`src/rtl/io_port_pkg.sv`:
```
package io_port_pkg;
  localparam int PORT_ADDR_W = 16;

  // true when address a falls in the aligned window starting at base
  function automatic logic window_hit(input logic [PORT_ADDR_W-1:0] a,
                                      input logic [PORT_ADDR_W-1:0] base,
                                      input logic full,
                                      input int unsigned low_bits);
    logic [PORT_ADDR_W-1:0] m;
    m = full ? {PORT_ADDR_W{1'b1}} : {{(PORT_ADDR_W-8){1'b0}}, 8'hFF};
    m = m & ~((PORT_ADDR_W'(1) << low_bits) - PORT_ADDR_W'(1));
    return ((a ^ base) & m) == '0;
  endfunction
endpackage

```
`src/rtl/io_port_decoder.sv`:
```
module io_port_decoder
  import io_port_pkg::*;
#(
  parameter int NPORTS = 8,
  parameter logic [PORT_ADDR_W-1:0] BASE_ADDR = 16'hEFF8,
  parameter bit FULL_DECODE = 1'b1
) (
  input  logic [PORT_ADDR_W-1:0] addr,
  input  logic                   io,
  input  logic                   rd_n,
  input  logic                   wr_n,
  output logic [NPORTS-1:0]      sel_n,
  output logic                   rd_act,
  output logic                   wr_act
);
  localparam int IDX_W = $clog2(NPORTS);

  logic hit, access;

  always_comb begin
    hit    = window_hit(addr, BASE_ADDR, FULL_DECODE, IDX_W);
    access = io && hit && (rd_n != wr_n);
    rd_act = access && !rd_n;
    wr_act = access && !wr_n;
  end

  for (genvar i = 0; i < NPORTS; i++) begin : g_sel
    assign sel_n[i] = !(access && (addr[IDX_W-1:0] == IDX_W'(i)));
  end
endmodule

```
`src/rtl/io_out_latch.sv`:
```
module io_out_latch #(
  parameter int DATA_W = 8
) (
  input  logic              clk,
  input  logic              rst_n,
  input  logic              load,
  input  logic [DATA_W-1:0] d,
  output logic [DATA_W-1:0] q
);
  always_ff @(posedge clk or negedge rst_n) begin
    if (!rst_n)    q <= '0;
    else if (load) q <= d;
  end
endmodule

```
`src/rtl/io_in_mux.sv`:
```
module io_in_mux #(
  parameter int NPORTS = 8,
  parameter int DATA_W = 8
) (
  input  logic [NPORTS*DATA_W-1:0] sw,
  input  logic [NPORTS-1:0]        sel_n,
  input  logic                     rd_act,
  output logic [DATA_W-1:0]        rdata,
  output logic                     oe
);
  always_comb begin
    rdata = '0;
    for (int i = 0; i < NPORTS; i++)
      if (rd_act && !sel_n[i]) rdata = rdata | sw[i*DATA_W +: DATA_W];
    oe = rd_act;
  end
endmodule

```
`src/rtl/io_port_bank.sv`:
```
module io_port_bank
  import io_port_pkg::*;
#(
  parameter int NPORTS = 8,
  parameter int DATA_W = 8,
  parameter logic [PORT_ADDR_W-1:0] BASE_ADDR = 16'hEFF8,
  parameter bit FULL_DECODE = 1'b1
) (
  input  logic                     clk,
  input  logic                     rst_n,
  input  logic [PORT_ADDR_W-1:0]   bus_addr,
  input  logic                     bus_io,
  input  logic                     bus_rd_n,
  input  logic                     bus_wr_n,
  input  logic [DATA_W-1:0]        bus_wdata,
  input  logic [NPORTS*DATA_W-1:0] sw_in,
  output logic [DATA_W-1:0]        bus_rdata,
  output logic                     bus_rdata_oe,
  output logic [NPORTS-1:0]        port_sel_n,
  output logic [NPORTS*DATA_W-1:0] led_out
);
  logic rd_act, wr_act;

  io_port_decoder #(
    .NPORTS(NPORTS), .BASE_ADDR(BASE_ADDR), .FULL_DECODE(FULL_DECODE)
  ) dec_i (
    .addr(bus_addr), .io(bus_io), .rd_n(bus_rd_n), .wr_n(bus_wr_n),
    .sel_n(port_sel_n), .rd_act(rd_act), .wr_act(wr_act)
  );

  for (genvar i = 0; i < NPORTS; i++) begin : g_out
    io_out_latch #(.DATA_W(DATA_W)) lat_i (
      .clk(clk), .rst_n(rst_n),
      .load(wr_act && !port_sel_n[i]),
      .d(bus_wdata),
      .q(led_out[i*DATA_W +: DATA_W])
    );
  end

  io_in_mux #(.NPORTS(NPORTS), .DATA_W(DATA_W)) mux_i (
    .sw(sw_in), .sel_n(port_sel_n), .rd_act(rd_act),
    .rdata(bus_rdata), .oe(bus_rdata_oe)
  );
endmodule

```
`config.mk`:
```
export PLATFORM = sky130hd
export DESIGN_NAME = io_port_bank
export DESIGN_NICKNAME = d
export VERILOG_FILES = /design/src/rtl/io_port_pkg.sv /design/src/rtl/io_port_decoder.sv /design/src/rtl/io_out_latch.sv /design/src/rtl/io_in_mux.sv /design/src/rtl/io_port_bank.sv
export SDC_FILE = /design/constraint.sdc
export NUM_CORES = 1
export LEC_CHECK = 0
export ABC_AREA = 0
export CAP_MARGIN = 0
export CELL_PAD_IN_SITES_DETAIL_PLACEMENT = 1
export CELL_PAD_IN_SITES_GLOBAL_PLACEMENT = 1
export CORE_ASPECT_RATIO = 0.5
export CORE_UTILIZATION = 32
export CTS_CLUSTER_DIAMETER = 40
export CTS_CLUSTER_SIZE = 16
export DETAILED_ROUTE_END_ITERATION = 8
export GPL_TIMING_DRIVEN = 0
export HOLD_SLACK_MARGIN = 0.15
export PLACE_DENSITY = 0.95
export REMOVE_ABC_BUFFERS = 1
export SETUP_SLACK_MARGIN = 0.15
export SYNTH_ARGS = -nofsm -noshare
export SYNTH_HDL_FRONTEND = slang
export SYNTH_SLANG_ARGS = --single-unit
```
`constraint.sdc`:
```
create_clock -name clk -period 3.5 [get_ports clk]
set_input_delay 0.7 -clock clk [delete_from_list [all_inputs] [get_ports clk]]
set_output_delay 0.7 -clock clk [all_outputs]
set_load 0.02 [all_outputs]
```
* Word-level counts from Yosys, hierarchy flattened
Cells that the tools add are included.
Cells by class: add/subtract/negate cells 0, multipliers 0, div/mod/pow operators 0, $lt $le $gt $ge 0, eq/ne operators 8, shifts and indexed selects 0, mux-type cells 8, bitwise logic cells 8, reduce and logical (&&, ||, !) cells 40
Operator list (number):
- 8-bit 2-to-1 mux | 8
- 8-bit bitwise OR | 7
- 1-bit logical AND | 28
- 16-bit logical NOT | 1
- 3-bit equality test, second input constant | 4
- 12-bit inverter | 1
- 1-bit logical NOT | 10
- 3-bit by 2-bit equality test with 1-bit output, second input constant | 2
- 3-bit by 1-bit equality test with 1-bit output, second input constant | 1
- 3-bit logical NOT | 1
- 1-bit inequality test | 1
Word-level totals: register bits 64, bits in latches 0, RAM bits 0, bits in read-only memories 0, input bits 93, word-level logic and storage cells 72, memories 0

* Longest topological paths before layout
depth in word-level cells 21, mapped depth 6

* Modules after synthesis
Synthesis repeated with hierarchy kept, for this count alone.
Second synthesis, totals: cell total of the unflattened synthesis 282, area total of the unflattened synthesis 3485.8 sq um
By module, submodules not included:
- io_out_latch | times used 8, cells each 17, area an instance 331.6 sq um, sequential area each 200.2 sq um
- io_in_mux | times used 1, cells each 114, area an instance 599.3 sq um, sequential area each 0.0 sq um
- io_port_decoder | times used 1, cells each 24, area an instance 183.9 sq um, sequential area each 0.0 sq um
- io_port_bank | times used 1, cells each 8, area an instance 50.0 sq um, sequential area each 0.0 sq um

* Least setup slack after synthesis
OpenSTA, ideal clock, no wires.
path kind input-to-output, start input bus_addr[0], end output bus_rdata[0], arrival 2.074 ns, data required time 2.800 ns, slack 0.726 ns, stages 5, buffers on the path 1, cells stage by stage buf_2 > nor2_1 > a22oi_1 > or2_2 > a31oi_1
On the way: word-level cells in the longest chain between the ends 18, elaborated cells on any way between the ends 39, classes of those cells 7 x eq/ne; 8 x mux; 7 x bitwise; 17 x reduce/logical
RTL lines:
- start, declared | RTL line io_port_bank.sv:11 | input logic [PORT_ADDR_W-1:0] bus_addr,
- 3-bit logical NOT | RTL line io_port_decoder.sv:28 | assign sel_n[i] = !(access && (addr[IDX_W-1:0] == IDX_W'(i)));
- 1-bit logical AND | RTL line io_port_decoder.sv:28
- 1-bit logical AND | RTL line io_in_mux.sv:14 | if (rd_act && !sel_n[i]) rdata = rdata | sw[i*DATA_W +: DATA_W];
- 8-bit 2-to-1 mux | RTL line io_in_mux.sv:14
- 8-bit bitwise OR | RTL line io_in_mux.sv:14
- 8-bit 2-to-1 mux | RTL line io_in_mux.sv:14
- 8-bit bitwise OR | RTL line io_in_mux.sv:14
- 8-bit 2-to-1 mux | RTL line io_in_mux.sv:14
- [2 not listed]
- 8-bit bitwise OR | RTL line io_in_mux.sv:14
- 8-bit 2-to-1 mux | RTL line io_in_mux.sv:14
- 8-bit bitwise OR | RTL line io_in_mux.sv:14
- 8-bit 2-to-1 mux | RTL line io_in_mux.sv:14
- 8-bit bitwise OR | RTL line io_in_mux.sv:14
- 8-bit 2-to-1 mux | RTL line io_in_mux.sv:14
- 8-bit bitwise OR | RTL line io_in_mux.sv:14
- 8-bit 2-to-1 mux * | RTL line io_in_mux.sv:14
- end, declared | RTL line io_port_bank.sv:17 | output logic [DATA_W-1:0] bus_rdata,
Mark *: on every way between the ends. The rest lies on a longest branch, timed or not.

* Final worst setup path
start input bus_addr[13], end output bus_rdata[0]
On the way: word-level cells in the longest chain between the ends 21, elaborated cells on any way between the ends 36, classes of those cells 8 x mux; 8 x bitwise; 20 x reduce/logical
RTL lines:
- 12-bit inverter (no source line) *
- 16-bit logical NOT * | RTL line io_port_pkg.sv:12 | return ((a ^ base) & m) == '0;
- 1-bit logical AND * (2 in a row) | RTL line io_port_decoder.sv:22 | access = io && hit && (rd_n != wr_n);
- 1-bit logical AND, on equally long branches | RTL line io_port_decoder.sv:23, io_port_decoder.sv:28
- 1-bit logical AND | RTL line io_in_mux.sv:14
- 8-bit 2-to-1 mux | RTL line io_in_mux.sv:14
- 8-bit bitwise OR | RTL line io_in_mux.sv:14
- 8-bit 2-to-1 mux | RTL line io_in_mux.sv:14
- [4 not listed]
- 8-bit bitwise OR | RTL line io_in_mux.sv:14
- 8-bit 2-to-1 mux | RTL line io_in_mux.sv:14
- 8-bit bitwise OR | RTL line io_in_mux.sv:14
- 8-bit 2-to-1 mux | RTL line io_in_mux.sv:14
- 8-bit bitwise OR | RTL line io_in_mux.sv:14
- 8-bit 2-to-1 mux | RTL line io_in_mux.sv:14
- 8-bit bitwise OR | RTL line io_in_mux.sv:14
- 8-bit 2-to-1 mux * | RTL line io_in_mux.sv:14
Marks and branches as above.

==> summary.md <==
| Metric | Value |
|---|---|
| Area after DPL | 4995 sq um |
| Total power | 1.771 mW |
| Share of layout cells above drive strength 1 | 29.68% |
| Rel. slew slack | 47.26% |
| Crit. End Element | output pin |
| Slew Viols, Final | 0 |
| Io pins | 174 |
| Worst-case clock buffer depth | 2 |
| Post-detailed-routing wire length | 11230 um |
| Max reg flops | 64 |
| Largest net degree at the start of global routing | 65 |
| Final ANT Viol Nets | 0 |
| Cts hold-fix bufs | 0 |
| FILL cells | 971 |
| First-pass GRT wire length | 16680 um |
| Post-synthesis cell type count | 32 |
| Final setup viols | 0 |
| H-tree depth | 3 |
| Placer Congestion | 0.7075 |
| GRT overflow | 0 |
| Peak Freq | 0.3023 GHz |
| First drt pass iteration count | 4 |
| Final Util | 56.20% |
| Biggest regs | g_out.lat_i.q x64 |
| CP arrival | 2.61 ns |
| CTS tree | done |
| Iteration-0 DRC Markers | 65 |
| Static leakage | 2.510 nW |
| Die height | 72.12 um |
| Die width | 142.2 um |
| Pwr/cell area | 331.4 nW/um^2 |
| WL per Instance | 20.95 um |
| Clock sinks | 64 |
| Setup TNS | 0 ns |
| Sequential Area | 1602 sq um |
| Post-route design area | 5344 sq um |
| Period utilization | 94.52% |
| Vias after detailed routing | 2612 |
| Total global-route track usage | 22.03% |
| Worst Max-Slew Pin Slew | 0.7910 ns |
| Sequential-to-total area share from yosys stat | 50.89% |
| Worst Setup Start Kind | input pin |
| HP Class | input pin to asynchronous set/reset pin |
| Max IR drop VDD | 0.0001900 V |
| Post-Syn Instances | 221 |
| FF-to-FF Start | g_out[7].lat_i.q[4] |
| FF-to-FF path depth | 1 |
| Primary FF master, synth | dfrtp_1 |
| Die ar. | 10260 sq um |
| Most numerous cell on the critical path | buf_4 |
| Status | finished, final reports clean |
| Post-synthesis register bit count | 64 |
| R2r setup slk | 2.69 ns |
| Rows | 25 |
| Avg Cell Area, Syn | 14.24 sq um |
| DPL Wire Length | 7839 um |
| Mapped cell area | 3147 sq um |
| Vias in the first global route | 2911 |
| Hold_ws | 0.4748 ns |
| # DRC | 0 |
| Fin. Hold Viols | 0 |
| Multi-input logic area | 1516 sq um |
| Biggest register | g_out.lat_i.q |
| CP max-delay cell | clkdlybuf4s50_1 |
| Clk slew on worst S/H paths | 0.05 ns |
| FF-to-FF End | g_out[7].lat_i.q[4] |
| Clk Latency, worst-skew pair | 0.32 ns |
| # diodes | 0 |
| Clock Skew | 0 ns |
| Post-synth EDFFs | 0 |
| Classification of the worst setup path | input pin to output pin |
| Unrepaired setup endpoints after global routing | yes |
| Initial Utilization | 33.09% |
| CP max stage delay | 0.45 ns |
| Initial antenna violation count | 0 |
| Post-layout min period | 3.308 ns |
| Port Buffer Count | 173 |
| Critical Path RT | 2.80 ns |
| Nets@finish | 491 |
| YS warnings | 0 |
| Max-cap viol count | 0 |
| CTS Buf Count | 9 |
| Area grow syn2layout | 69.82% |
| Core area | 9509 sq um |
| CP cell instances | clkdlybuf4s50_1 > nand4_1 > nor4b_2 > nand2_2 > buf_4 > buf_4 > a31oi_1 > dlymetal6s2s_1 |
| Post-synth ARST share | 100.0% |
| Root buf cell | clkbuf_16 |
| Vias per inst | 4.873 |
| Critical path fanouts, max | 6 |
-- power by group --
part / total [mW] / switching, mW / leakage [nW] / internal (mW)
combinational: 0.207 / 0.0797 / 1.48 / 0.127
sequential: 0.741 / 0.0000417 / 0.895 / 0.741
clock: 0.823 / 0.294 / 0.135 / 0.529
total: 1.77 / 0.374 / 2.51 / 1.40
-- critical path: cells and delay by family --
kind	cells	cell delay [ns]
compound gates	1	0.18
buf+inv	4	1.03
simple gates	3	0.69
-- how the worst max path moves through the flow --
stage                  from            to  slack [ns]
5_1_grt        bus_addr[10]  bus_rdata[0]         0.1
3_3_place_gp    bus_addr[0]  bus_rdata[2]       -0.91
2_1_floorplan  bus_addr[13]  bus_rdata_oe        0.87
4_1_cts        bus_addr[13]  bus_rdata[0]        0.08
6_report       bus_addr[13]  bus_rdata[0]        0.19
3_5_place_dp    bus_addr[0]  bus_rdata[0]       -0.99
-- metal layers --
metal	vias to the layer above	part of all wire, %	GRT usage (%)
met5	-	0	0
met4	0	2.0	7.407
met3	16	4.8	5.809
met2	86	53	40.63
met1	1323	40	25.13
li1	1187	-	-
-- synthesized netlist by cell type, drive strengths merged (2+ instances only) --
master  instances  area share [%]
mux2           68              24
and3            2            0.40
a21oi           2            0.32
nand3b          5             1.2
o21ai           3            0.48
a221oi          2            0.56
a22oi           3            0.72
dfrtp          64              51
nand3           4            0.64
clkbuf          6            0.72
nand4          10             3.6
nor2b           3            0.60
mux2i           7             2.2
mux4           10             7.2
nor3b           2            0.48
or2             2            0.40
buf             6            0.87
and2            2            0.44
nand2           4            0.48
nor2            8             1.2
-- layout by cell type (no fill, tap or decap), types with 4 or more instances in the layout --
cell type	netlist	routed
clkdlybuf4s50_1	0	159
mux2_2	68	68
dfrtp_1	64	64
mux4_2	10	10
clkbuf_16	0	9
nand4_2	8	8
dlymetal6s2s_1	0	8
mux2i_1	7	7
buf_4	0	7
nor2_1	7	6
nand3b_1	5	5
nand3_1	4	4
-- layout make-up --
class                   count  share of cell area [%]
flip-flops and latches     64                   29.97
multi-input cells         145                   28.38
well taps                 135                   3.161
repair buffers            178                   33.36
clock buffers              14                   5.128
-- through the flow --
step / setup slack, ns / std cells
6_report: 0.1919 / 536
5_1_grt: 0.09781 / 536
4_1_cts: 0.08063 / 533
3_5_place_dp: -0.9863 / 517
3_3_place_gp: -0.9111 / 517
2_1_floorplan: 0.8739 / 209
-- what timing repair did --
action	CTS	global route
resized for setup	21	8
setup endpoints to repair	17	8
pin swaps	2	1
setup buffers	2	3
-- cells by family (layout without fill, tap and decap cells) --
kind of cell	count (synthesis)	in the layout	share of synthesized area, %
XOR/XNOR	1	1	0.2784
multiplexers	85	85	33.72
buffers and inverters	12	192	1.591
AND/OR/NAND/NOR	46	46	10.74
flip-flops	64	64	50.89
AO/OA/AOI/OAI	13	13	2.783
Power figures use the tool's default switching activity.
